File: config.mk
export PLATFORM = sky130hd
export DESIGN_NAME = bitmask_decode
export DESIGN_NICKNAME = d
export VERILOG_FILES = /design/src/rtl/bitmask_decode.sv
export SDC_FILE = /design/constraint.sdc
export NUM_CORES = 1
export LEC_CHECK = 0
export BUFFER_PORTS_ARGS = -buffer_cell sky130_fd_sc_hd__buf_2
export CAP_MARGIN = 20
export CORE_ASPECT_RATIO = 0.6
export CORE_MARGIN = 2
export CORE_UTILIZATION = 40
export CTS_CLUSTER_DIAMETER = 40
export DETAILED_ROUTE_END_ITERATION = 7
export GPL_TIMING_DRIVEN = 0
export SLEW_MARGIN = 20
export SYNTH_ARGS = -nofsm -noshare
export SYNTH_HDL_FRONTEND = slang
export SYNTH_SLANG_ARGS = --single-unit
File: constraint.sdc
create_clock -name clk -period 1.48 [get_ports clk]
set_input_delay 0.148 -clock clk [delete_from_list [all_inputs] [get_ports clk]]
set_output_delay 0.148 -clock clk [all_outputs]
set_load 0.02 [all_outputs]
File: src/rtl/bitmask_decode.sv
module bitmask_decode #(
  parameter int XLEN = 64
) (
  input  logic            clk,
  input  logic            rst_n,
  input  logic            in_valid,
  input  logic            logical_mode,
  input  logic            wide_n,
  input  logic [5:0]      imm_s,
  input  logic [5:0]      imm_r,
  output logic            out_valid,
  output logic [XLEN-1:0] wmask,
  output logic [XLEN-1:0] tmask,
  output logic [6:0]      elem_size,
  output logic            reserved
);
  localparam int LW = $clog2(XLEN);

  logic [6:0] probe;
  logic [2:0] len;
  logic       found;
  logic [5:0] levels, s_eff, r_eff, diff, d_eff;
  logic       bad;
  logic [XLEN-1:0] w_c, t_c;

  assign probe = {wide_n, ~imm_s};

  always_comb begin
    len   = 3'd0;
    found = 1'b0;
    for (int k = 0; k < 7; k++)
      if (probe[k]) begin
        len   = 3'(k);
        found = 1'b1;
      end
  end

  assign levels = 6'((7'd1 << len) - 7'd1);
  assign s_eff  = imm_s & levels;
  assign r_eff  = imm_r & levels;
  assign diff   = s_eff - r_eff;
  assign d_eff  = diff & levels;
  assign bad    = !found || (len == 3'd0) || (int'(len) > LW) ||
                  (logical_mode && (s_eff == levels));

  for (genvar i = 0; i < XLEN; i++) begin : g_bit
    assign w_c[i] = ((6'(i) + r_eff) & levels) <= s_eff;
    assign t_c[i] = (6'(i) & levels) <= d_eff;
  end

  always_ff @(posedge clk or negedge rst_n) begin
    if (!rst_n) begin
      out_valid <= 1'b0;
      wmask     <= '0;
      tmask     <= '0;
      elem_size <= '0;
      reserved  <= 1'b0;
    end else begin
      out_valid <= in_valid;
      if (in_valid) begin
        reserved  <= bad;
        wmask     <= bad ? '0 : w_c;
        tmask     <= bad ? '0 : t_c;
        elem_size <= bad ? 7'd0 : 7'(7'd1 << len);
      end
    end
  end
endmodule

======== Yosys cells after proc, flatten, opt, wreduce, memory -nomap -nowiden ========
Index checks and enable logic that the tools add are counted.
operators by class
  shift-type cells ........................ 1
  bitwise gates (word level) .............. 68
  equal/unequal tests ..................... 1
  multiplexer cells ....................... 16
  $lt $le $gt $ge ......................... 129
  reduce and logical (&&, ||, !) cells .... 6
  $add $sub $neg .......................... 65
operators by type and width
  cell                                                                   number
  6-bit <= comparator                                                    96
  6-bit AND                                                              67
  6-bit adder (first input constant)                                     32
  64-bit 2-to-1 mux                                                      2
  5-bit by 6-bit adder with 6-bit output (first input constant)          16
  5-bit by 6-bit <= comparator with 1-bit output                         16
  4-bit by 6-bit adder with 6-bit output (first input constant)          8
  4-bit by 6-bit <= comparator with 1-bit output                         8
  3-bit by 6-bit adder with 6-bit output (first input constant)          4
  3-bit by 6-bit <= comparator with 1-bit output                         4
  2-bit by 6-bit adder with 6-bit output (first input constant)          2
  2-bit by 6-bit <= comparator with 1-bit output                         2
  3-bit 2-to-1 mux                                                       3
  1-bit 2-to-1 mux                                                       8
  7-bit 2-to-1 mux                                                       1
  1-bit by 3-bit left shift with 7-bit output (first input constant)     1
  1-bit by 6-bit adder with 6-bit output (first input constant)          1
  6-bit == test                                                          1
  1-bit by 6-bit <= comparator with 1-bit output                         1
  1-bit by 6-bit <= comparator with 1-bit output (first input constant)  1
  6-bit NOT                                                              1
  6-bit by 1-bit subtractor with 6-bit output (second input constant)    1
  6-bit subtractor                                                       1
  2-bit 2-to-1 mux                                                       2
  5 further kinds                                                        7
storage, ports and cells
  input port bits ......................... 17
  register bits ........................... 137
  word-level logic and storage cells ...... 291
  output and inout bits ................... 137

======== Longest topological paths before layout ========
  word-level depth ........................ 14
  gate-level depth with buffers ........... 22
  depth with buffers taken out ............ 18

======== Worst setup path before layout ========
No wires, ideal clock.
  kind .................................... input -> register
  from .................................... input imm_s[4]
  to ...................................... register wmask[11]
  path slack .............................. -2.793 ns
  arrival ................................. 4.152 ns
  buffers on the path ..................... 4
  cell stages on the path ................. 21
  path through ............................ buf_4 > nand3b_1 > clkbuf_1 > or4_1 > ha_1 > buf_4 > and2_1 > a21boi_0 > nor2_1 > inv_1 > ha_1 > clkbuf_1 > a21oi_1 > xnor2_1 > nor2_1 > ha_1 > o21ai_0 > a21boi_0 > o21a_1 > o21ai_0 > a22o_1
between the ends
  longest elaborated chain between the ends .. 11
  elaborated cells between the ends (all ways) .. 23
RTL lines
  element                                                                         line    text
  from (decl)                                                                     9       input logic [5:0] imm_s,
  6-bit NOT                                                                       26      assign probe = {wide_n, ~imm_s};
  3-bit 2-to-1 mux (3 in a row)                                                   32      if (probe[k]) begin
  1-bit by 3-bit left shift with 7-bit output                                     n/a
  6-bit by 1-bit subtractor with 6-bit output                                     38      assign levels = 6'((7'd1 << len) - 7'd1);
  6-bit AND, on equally long branches                                             40, 39
  4-bit by 6-bit adder with 6-bit output / 6-bit == test (equally long branches)  47, 44
  6-bit AND / 1-bit logical AND (equally long branches)                           47, 44
  6-bit <= comparator / 1-bit logical OR (equally long branches)                  47, 43
  64-bit 2-to-1 mux (*)                                                           62      wmask <= bad ? '0 : w_c;
  to (signal assigned)                                                            62
  to (decl)                                                                       12      output logic [XLEN-1:0] wmask,
Every way passes the cells marked *; elsewhere a longest branch is shown, timed or not.
A chain may end at the register's enable or synchronous reset.

======== Worst setup path after layout ========
  from .................................... input wide_n
  to ...................................... register tmask[48]
between the ends
  longest elaborated chain between the ends .. 8
  elaborated cells between the ends (all ways) .. 18
RTL lines
  element                                                         line    text
  from (decl)                                                     8       input logic wide_n,
  3-bit 2-to-1 mux                                                32
  1-bit by 3-bit left shift with 7-bit output                     n/a
  6-bit by 1-bit subtractor with 6-bit output                     38
  6-bit AND, on equally long branches                             39, 40
  6-bit subtractor / 6-bit == test (equally long branches)        41, 44
  6-bit AND / 1-bit logical AND (equally long branches)           42, 44
  6-bit <= comparator / 1-bit logical OR (equally long branches)  48, 43
  64-bit 2-to-1 mux (*)                                           63      tmask <= bad ? '0 : t_c;
  to (signal assigned)                                            63
  to (decl)                                                       13      output logic [XLEN-1:0] tmask,
Marks and branches as above.

==> out/metrics.cfg <==
[global_routing]
grt_first_pass_wirelength_um=63500
antenna_found_initial=0
grt_pass1_vias=10400
overflow=0
grt_start_max_net_pins=88
grt_usage=0.299

[critical_path]
endpoint_kind=register
rrSetupSlack_ns=0.50
cp_slowest_cell=or4_4
crit_family=simple AND/OR/NAND/NOR gates
critPathLaunchType=input port
crit_path_max_incr_delay_ns=0.45
criticalPathCategory=in2reg
worst-path-buf-inv=7
cp_max_fo=8
r2r-start=wmask[12]$_DFFE_PN0P_
crit_arrival_ns=3.80
critPathRequiredTime_ns=1.78
reg2reg_to=wmask[12]$_DFFE_PN0P_
path_cells=buf_8 -> nand3b_1 -> clkbuf_8 -> or4_4 -> ha_4 -> buf_6 -> nor3_4 -> o21ai_4 -> inv_2 -> buf_12 -> ha_4 -> nor3b_4 -> a311oi_4 -> mux2i_1 -> buf_4 -> nand2b_4 -> buf_8 -> o21ai_0
reg2regPathDepth=2
cp.depth=18

[cells_and_area]
nFillCells=2119
antenna_cells=0
final_layout_size_suffix_gt1_frac=0.447
fin_cells=1889
utilization=0.615
fin_area_um2=16200
area_growth_pct=51.3
fin_nets=1668

[synth]
synth.area.top_cells=dfrtp_1 32%, ha_1 16%, o2bb2ai_1 5.2%, nor2_1 3.7%, a21oi_1 3.4%
async_flop_share=1.00
syn_inst=1209
ys_seq_elements=137
synth_nets=1361
synth_edf_count=0
yosysTopAreaCellShare=0.319
ys.flop_type=dfrtp_1
yosysSeqAreaShare=0.319
yosysWarnings=0
yosys.area.top_type=dfrtp_1
synth.distinct_cells=77
syn_avg_cell_area_um2=8.88
mappedNetlistArea_um2=10700

[power]
p_comb_frac=0.481
p_sw_mw=7.83
fin_total_pwr_mw=18.7
p_int_mw=10.8
ir_drop_mv=0.706
leakagePower_nw=7.28
switching_share=0.419
pwr-share-clk=0.249
p_per_area_nw_per_um2=1150
seqPwrFrac=0.271

[clock_network]
cts_tree=done
clk_latency_ns=0.45
clock_path_buffers=2
numCtsBuffers=17
htree_levels=4
cts_sinks=137
path_clk_slew_ns=0.07
root_buffer=clkbuf_16

[place]
postPlaceCellArea_um2=12300
finalWeightedCongestion=0.990
placedCellCount=1719
io_buffers=148
place_hpwl_um=30000
pre_cts_ws_ns=-3.06

[sta]
fin_crit_sh=2.37
setup_ws_ns=-2.02
finalSetupTns_ns=-236.74
grt_setup_unrepaired=yes
fin_skew_ns=0
min_period_ns=3.50
hold_violations=0
timing.hold.ws_ns=0.0967
fmax_mhz=286
setup_viol=135
slew_headroom=0.214
tightest_slew_ns=1.18
finalMaxSlewViolations=0

[detailed_routing]
drt_wl_total_um=44600
num_vias=11300
initialDrtViolationCount=1207
firstDrtPassIters=5
drc=0
wl_per_cell_um=23.6
route.antenna.remaining_nets=0
viasPerCell=5.96

[die]
die_area_um2=28200
core_um2=26400
row_count=46
ios=154
initial_core_util=0.406
fp.dieW_um=216
die_y_um=131

[run]
cap_violations=0

[outcome]
violations=setup timing
status=complete, but fails checks

[worst_hold_path]
hold_class=in2reg
hold_depth=3
min_to=elem_size[5]$_DFFE_PN0P_
worstHoldStart=imm_s[5]

==> layout make-up <==
type	instances	area (um2)	area share
Timing Repair Buffer	295	2180	0.134
Buffer	62	494	0.0304
Clock inverter	14	179	0.0110
Multi-Input combinational cell	916	8720	0.537
Tap cell	360	450	0.0277
Inverter	87	353	0.0217
Sequential cell	137	3430	0.211
Clock buffer	18	439	0.0270
==> power groups by stage <==
stage               logic, mW  clock network [mW]  registers (mW)
finish                   8.98                4.64            5.05
global route             9.56                4.86            5.13
CTS                      7.61                4.67            5.01
detailed placement       6.49                   0            5.05
global placement         6.37                   0            5.04
floorplan                3.32                   0            5.98
==> cells in the mapped netlist (9+ instances only) <==
cell	instances
dfrtp_1	137
ha_1	134
nor2_1	105
inv_1	83
nand2_1	80
a21oi_1	74
o2bb2ai_1	64
o21ai_0	63
and2_1	53
xnor2_1	42
clkbuf_1	36
o221ai_1	28
nand4_1	25
xor2_1	24
and3_1	21
buf_2	20
a211oi_1	18
nand2b_1	18
nor2b_1	18
a22o_1	11
nor3_1	11
a21o_1	10
a21boi_0	9
nand3_1	9
==> kinds of logic after synthesis <==
| group | count (synthesis) | synth area share |
|---|---|---|
| mux | 7 | 0.00711 |
| simple gates | 358 | 0.169 |
| fa+ha+maj | 135 | 0.158 |
| buf+inv | 157 | 0.0598 |
| xor+xnor | 67 | 0.0553 |
| compound gates | 348 | 0.232 |
| flops | 137 | 0.319 |
==> registers in the layout (all words and copies together), names as in the netlist <==
| name | cells |
|---|---|
| reserved | 1 |
| wmask | 64 |
| out_valid | 1 |
| tmask | 64 |
| elem_size | 7 |
==> what timing repair did <==
action / CTS / global route
cloned: 1 / 4
pin swaps: 94 / 147
setup endpoints to repair: 135 / 135
gates resized for setup: 234 / 249
hold buffers: 2 / 0
setup buffers: 76 / 67
hold endpoints to repair: 87 / 0
==> worst register-to-register path, cell delays in order, from the launching register on <==
cell	delay, ns
dfrtp_1	0.38
nor2b_1	0.13
a311o_1	0.35
==> cell usage in the layout, fill, tap and decap left out, types with 26 or more instances in the layout <==
| cell type | n |
|---|---|
| buf_2 | 152 |
| dfrtp_1 | 137 |
| ha_1 | 107 |
| buf_4 | 103 |
| nor2_1 | 84 |
| inv_1 | 78 |
| nand2_1 | 64 |
| and2_1 | 45 |
| a21oi_2 | 38 |
| buf_6 | 37 |
| o2bb2ai_1 | 31 |
| o2bb2ai_2 | 28 |
| a21oi_1 | 27 |
| ha_4 | 26 |
==> worst max-delay path by stage <==
stage             start                    end
6_report         wide_n  tmask[48]$_DFFE_PN0P_
5_1_grt          wide_n  tmask[48]$_DFFE_PN0P_
4_1_cts          wide_n  wmask[31]$_DFFE_PN0P_
3_5_place_dp   imm_s[4]  tmask[48]$_DFFE_PN0P_
3_3_place_gp     wide_n  tmask[48]$_DFFE_PN0P_
2_1_floorplan  imm_s[4]  tmask[48]$_DFFE_PN0P_
==> routing by layer <==
| metal | wire (um) | part of all wire | global-route usage |
|---|---|---|---|
| met1 | 20400 | 0.46 | 0.448 |
| met2 | 18500 | 0.41 | 0.419 |
| met3 | 4490 | 0.10 | 0.0755 |
| met4 | 1150 | 0.026 | 0.0848 |
| met5 | 0 | 0 | 0 |
No activity file was read; power rests on OpenSTA's default activity.
